`src/rtl/stby_pkg.sv`:
```
package stby_pkg;

  typedef enum logic [2:0] {
    ST_NORM  = 3'd0,
    ST_LIGHT = 3'd1,
    ST_DEEP  = 3'd2,
    ST_HALT  = 3'd3,
    ST_WAIT  = 3'd4
  } stby_st_e;

  localparam logic [1:0] MSEL_LIGHT = 2'b00;
  localparam logic [1:0] MSEL_HALT  = 2'b01;
  localparam logic [1:0] MSEL_DEEP  = 2'b10;
  localparam logic [1:0] MSEL_BAD   = 2'b11;

  typedef struct packed {
    logic osc;
    logic flash;
    logic pll;
    logic core;
  } gate_t;

  function automatic gate_t gates_for(stby_st_e s);
    gate_t g;
    case (s)
      ST_LIGHT: g = '{osc: 1'b1, flash: 1'b1, pll: 1'b1, core: 1'b0};
      ST_DEEP:  g = '{osc: 1'b1, flash: 1'b0, pll: 1'b0, core: 1'b0};
      ST_HALT:  g = '{osc: 1'b0, flash: 1'b0, pll: 1'b0, core: 1'b0};
      ST_WAIT:  g = '{osc: 1'b1, flash: 1'b1, pll: 1'b0, core: 1'b0};
      default:  g = '{osc: 1'b1, flash: 1'b1, pll: 1'b1, core: 1'b1};
    endcase
    return g;
  endfunction

endpackage

```
`src/rtl/stby_modereg.sv`:
```
module stby_modereg #(
  parameter int REG_W  = 8,
  parameter int MODE_W = 2,
  localparam int SEL_W = $clog2(REG_W)
) (
  input  logic              clk,
  input  logic              rst,
  input  logic              wr_en,
  input  logic              wr_bit,
  input  logic [SEL_W-1:0]  wr_sel,
  input  logic [REG_W-1:0]  wr_data,
  output logic [MODE_W-1:0] mode,
  output logic [REG_W-1:0]  rdata
);

  for (genvar g = 0; g < MODE_W; g++) begin : g_bit
    logic hit;
    assign hit = wr_en && (!wr_bit || (wr_sel == SEL_W'(g)));
    always_ff @(posedge clk) begin
      if (rst)      mode[g] <= 1'b0;
      else if (hit) mode[g] <= wr_bit ? wr_data[0] : wr_data[g];
    end
  end

  assign rdata = {{(REG_W-MODE_W){1'b0}}, mode};

  AST_MODE_HOLD: assert property (@(posedge clk) disable iff (rst)
    !wr_en |=> $stable(mode));
  AST_RO_BITS_NOP: assert property (@(posedge clk) disable iff (rst)
    (wr_en && wr_bit && (wr_sel >= SEL_W'(MODE_W))) |=> $stable(mode));

endmodule

```
`src/rtl/stby_waitcnt.sv`:
```
module stby_waitcnt #(
  parameter int CNT_W = 16
) (
  input  logic             clk,
  input  logic             rst,
  input  logic             load,
  input  logic [CNT_W-1:0] load_val,
  input  logic             run,
  output logic             zero
);

  logic [CNT_W-1:0] cnt;

  always_ff @(posedge clk) begin
    if (rst)                     cnt <= '0;
    else if (load)               cnt <= load_val;
    else if (run && cnt != '0)   cnt <= cnt - 1'b1;
  end

  assign zero = (cnt == '0);

  AST_CNT_STEP: assert property (@(posedge clk) disable iff (rst)
    (run && !load && cnt != '0) |=> (cnt == $past(cnt) - 1'b1));

endmodule

```
`src/rtl/stby_fsm.sv`:
```
module stby_fsm
  import stby_pkg::*;
(
  input  logic       clk,
  input  logic       rst,
  input  logic [1:0] mode,
  input  logic       stp_en,
  input  logic       req,
  input  logic       wake,
  input  logic       cnt_zero,
  output logic       cnt_load,
  output logic       cnt_run,
  output gate_t      gates,
  output logic       ready
);

  stby_st_e st, nxt;

  always_comb begin
    nxt      = st;
    cnt_load = 1'b0;
    case (st)
      ST_NORM: begin
        if (req && stp_en && mode != MSEL_BAD) begin
          case (mode)
            MSEL_LIGHT: nxt = ST_LIGHT;
            MSEL_HALT:  nxt = ST_HALT;
            default:    nxt = ST_DEEP;
          endcase
        end
      end
      ST_LIGHT: if (wake) nxt = ST_NORM;
      ST_DEEP, ST_HALT: begin
        if (wake) begin
          nxt      = ST_WAIT;
          cnt_load = 1'b1;
        end
      end
      ST_WAIT: if (cnt_zero) nxt = ST_NORM;
      default: nxt = ST_NORM;
    endcase
  end

  assign cnt_run = (st == ST_WAIT);

  always_ff @(posedge clk) begin
    if (rst) begin
      st    <= ST_NORM;
      gates <= gates_for(ST_NORM);
      ready <= 1'b1;
    end else begin
      st    <= nxt;
      gates <= gates_for(nxt);
      ready <= (nxt == ST_NORM);
    end
  end

  AST_NO_STP_ENTRY: assert property (@(posedge clk) disable iff (rst)
    (st == ST_NORM && !stp_en) |=> (st == ST_NORM));
  AST_BAD_MODE_IGNORED: assert property (@(posedge clk) disable iff (rst)
    (st == ST_NORM && mode == MSEL_BAD) |=> (st == ST_NORM));
  AST_LIGHT_NO_WAIT: assert property (@(posedge clk) disable iff (rst)
    (st == ST_LIGHT && wake) |=> ready);
  AST_WAIT_NOT_READY: assert property (@(posedge clk) disable iff (rst)
    (st == ST_WAIT) |-> !ready);
  AST_NORM_NEEDS_REQ: assert property (@(posedge clk) disable iff (rst)
    (st == ST_NORM && !req) |=> (st == ST_NORM));

endmodule

```
`src/rtl/stby_seq.sv`:
```
module stby_seq
  import stby_pkg::*;
#(
  parameter int CNT_W = 16,
  parameter int REG_W = 8,
  localparam int SEL_W = $clog2(REG_W)
) (
  input  logic             clk,
  input  logic             rst,
  input  logic             reg_we,
  input  logic             reg_bit,
  input  logic [SEL_W-1:0] reg_sel,
  input  logic [REG_W-1:0] reg_wdata,
  output logic [REG_W-1:0] reg_rdata,
  input  logic             stp_en,
  input  logic             stby_req,
  input  logic             wake,
  input  logic [CNT_W-1:0] stab_val,
  output logic             osc_en,
  output logic             flash_en,
  output logic             pll_en,
  output logic             core_en,
  output logic             ready
);

  logic [1:0] mode;
  logic       cnt_load, cnt_run, cnt_zero;
  gate_t      gates;

  stby_modereg #(.REG_W(REG_W), .MODE_W(2)) u_reg (
    .clk(clk), .rst(rst), .wr_en(reg_we), .wr_bit(reg_bit),
    .wr_sel(reg_sel), .wr_data(reg_wdata), .mode(mode), .rdata(reg_rdata)
  );

  stby_waitcnt #(.CNT_W(CNT_W)) u_cnt (
    .clk(clk), .rst(rst), .load(cnt_load), .load_val(stab_val),
    .run(cnt_run), .zero(cnt_zero)
  );

  stby_fsm u_fsm (
    .clk(clk), .rst(rst), .mode(mode), .stp_en(stp_en), .req(stby_req),
    .wake(wake), .cnt_zero(cnt_zero), .cnt_load(cnt_load),
    .cnt_run(cnt_run), .gates(gates), .ready(ready)
  );

  assign osc_en   = gates.osc;
  assign flash_en = gates.flash;
  assign pll_en   = gates.pll;
  assign core_en  = gates.core;

  AST_READY_ALL_ON: assert property (@(posedge clk) disable iff (rst)
    ready |-> (osc_en && flash_en && pll_en && core_en));
  AST_CORE_OFF_STBY: assert property (@(posedge clk) disable iff (rst)
    !ready |-> !core_en);

endmodule

```
`config.mk`:
```
export PLATFORM = sky130hd
export DESIGN_NAME = stby_seq
export DESIGN_NICKNAME = d
export VERILOG_FILES = /design/src/rtl/stby_pkg.sv /design/src/rtl/stby_modereg.sv /design/src/rtl/stby_waitcnt.sv /design/src/rtl/stby_fsm.sv /design/src/rtl/stby_seq.sv
export SDC_FILE = /design/constraint.sdc
export NUM_CORES = 1
export LEC_CHECK = 0
export BUFFER_PORTS_ARGS = -buffer_cell sky130_fd_sc_hd__clkbuf_2
export CAP_MARGIN = 5
export CORE_ASPECT_RATIO = 0.7
export CORE_MARGIN = 2
export CORE_UTILIZATION = 45
export DETAILED_ROUTE_END_ITERATION = 12
export PLACE_DENSITY = 0.83
export SYNTH_ARGS = -nofsm -noshare
export SYNTH_HDL_FRONTEND = slang
export SYNTH_HIERARCHICAL = 1
export SYNTH_SLANG_ARGS = --single-unit
```
`constraint.sdc`:
```
create_clock -name clk -period 1.87 [get_ports clk]
set_input_delay 0.187 -clock clk [delete_from_list [all_inputs] [get_ports clk]]
set_output_delay 0.187 -clock clk [all_outputs]
set_load 0.05 [all_outputs]
```
==> flow_summary.toml <==
[synth]
async_flop_share = 0
syn_inst = 170
netlist.area_leader.share = 0.352
ys_seq_elements = 26
synth-edff-count = 0
synth_area_leaders = "dfxtp_1 (35%), xnor2_1 (5.3%), nor2_1 (5.1%)"
synth.most_common_cell = "dfxtp_1"
synthesis.yosys.warnings = 6
synth_seq_area_share = 0.352
syn_area_mm2 = 0.00148
syn-mean-instance-area_um2 = 8.71
ys_types = 51
synth_ff_type = "dfxtp_1"
netlist_top_cells_count = "dfxtp_1 (26), nor2_1 (20), nand2_1 (10)"
synth_area_leader_cell = "dfxtp_1"

[die]
coreArea_mm2 = 0.00315
die_w_um = 72.6
row_count = 17
die_y_um = 52.0
ios = 47
start_util = 0.470
dieArea_mm2 = 0.00377

[global_route]
grt_overflow_total = 0
use_met1 = 0.263
met3_usage = 0.0446
grt_pass1_vias = 1170
met2_usage = 0.268
grt_usage = 0.181
grt_pass1_wl_um = 5330
antenna_found_initial = 0
grt_max_degree = 19
grt-busiest-layer = "met2"

[critical_path]
crit_fanout = 4
crit_path_end_kind = "flip-flop"
crit_type = "reg2reg"
crit_start = "u_cnt/cnt[10]$_SDFFE_PP0P_"
cp-start-kind = "flip-flop"
timing.rr.start = "u_cnt/cnt[10]$_SDFFE_PP0P_"
crit_arrival_ps = 2080
r2r_cells = 5
worstPathRequired_ps = 2050

[clocking]
clockBufferDepth = 2
clkSinkCount = 26
tritoncts = "done"
cts-root-buf = "clkbuf_8"
postCtsHoldBufs = 0
htree_num_levels = 1
postCtsSetupBuffers = 0
path_clk_slew_ps = 90
numCtsBuffers = 3
clk_latency_ps = 270

[drt]
final_antenna_net_count = 0
drt_wl_total_um = 3390
via_per_inst = 5.23
num_vias = 1371
drc_errors = 0
drt-initial-drc-count = 49
wl_per_cell_um = 12.9
dr.pass1.iters = 4

[timing]
setup_tns_ps = -54.1
slew_violations = 0
fin_ws_ps = -33.6
setup_viol = 3
worst_clock_skew_ps = 6.77
period_share = 1.02
period_minus_slack_ps = 1900
rsz0062_at_grt = "yes"
hold_viol_final = 0
timing.hold.ws_ps = 145
fmax_mhz = 525

[placement]
portBuffers = 34
place_area_mm2 = 0.00180
routabilityCongestion = 0.874
placedCellCount = 258
hpwl_um = 2520
pre_cts_ws_ps = -33.6

[layout]
fin_nets = 260
utilization = 0.605
drive_above_1_share = 0.411
final_cells = 262
area_growth_pct = 28.7
antenna_cells = 0
final_area_mm2 = 0.00190

[power_and_ir_drop]
peakVddDrop_uv = 573
total_power_mw = 1.27
power_per_cell_area_mw_per_mm2 = 665
power_leakage_nw = 0.774

[hold_path]
holdCritPathClass = "in2reg"
min_path_cells = 3
hp-start = "stab_val[1]"

[status]
status = "finished, violations left"
violations = "negative setup slack"

[run]
maxCapViolations = 0
final cells by class:
class / instances / area, µm²
fill: 265 / 1240
multi-input combinational: 130 / 896
sequential: 26 / 526
timing repair buffer: 58 / 358
clock buffer: 4 / 55.1
tap: 38 / 47.5
inverter: 6 / 22.5
layer usage:
metal  share of wire  up-vias
met4           0.013        0
met5               0        -
met1            0.51      610
li1                -      719
met3           0.042        4
met2            0.43       38
kinds of logic (layout without fill, tap and decap cells):
kind of cell | after synthesis | in the layout | share of synthesized area
other cells | 1 | 6 | 0.00253
mux | 2 | 2 | 0.0135
buf+inv | 19 | 68 | 0.0845
compound gates | 37 | 37 | 0.194
flops | 26 | 26 | 0.352
simple gates | 75 | 75 | 0.292
xor+xnor | 9 | 9 | 0.0533
fa+ha+maj | 1 | 1 | 0.00845
worst paths after layout:
path	endpoint	slack, ps
setup / recovery	u_cnt/cnt[0]$_SDFFE_PP0P_	-30
hold / removal	u_cnt/cnt[1]$_SDFFE_PP0P_	150
setup reg to reg	u_cnt/cnt[0]$_SDFFE_PP0P_	-30
hold reg to reg	u_cnt/cnt[12]$_SDFFE_PP0P_	540
what timing repair did:
action,CTS,global route
gates resized for setup,3,10
cloned,0,0
setup endpoints to repair,7,13
pin swaps,4,8
sequential cells by signal, summed over array words and instances, names as in the netlist:
signal,cells
u_fsm/gates,4
u_fsm/st,3
u_cnt/cnt,16
u_fsm/ready,1
u_reg/mode,2
where the power goes:
| part | internal, mW | switching [mW] |
|---|---|---|
| combinational | 0.133 | 0.182 |
| sequential | 0.574 | 0.0156 |
| clock | 0.188 | 0.173 |
worst max-delay path: stages (launching register included):
cell      delay, ps
dfxtp_2         330
or4_4           550
and4bb_2        370
and2b_2         250
xnor2_1         130
a211oi_1        190
cell usage in the layout (no fill, tap or decap), types with 3 or more instances in the layout:
master     n
clkbuf_2  34
buf_4     22
dfxtp_1   22
nor2_1    18
nand2_1   10
xnor2_1    9
a21oi_1    8
a211oi_1   7
nor3_1     7
conb_1     6
clkbuf_8   4
nor2b_1    4
nand3_1    4
dfxtp_2    4
o21bai_1   3
nor4_1     3
o21ai_0    3
a311oi_1   3
inv_1      3
Power figures use the tool's default switching activity.
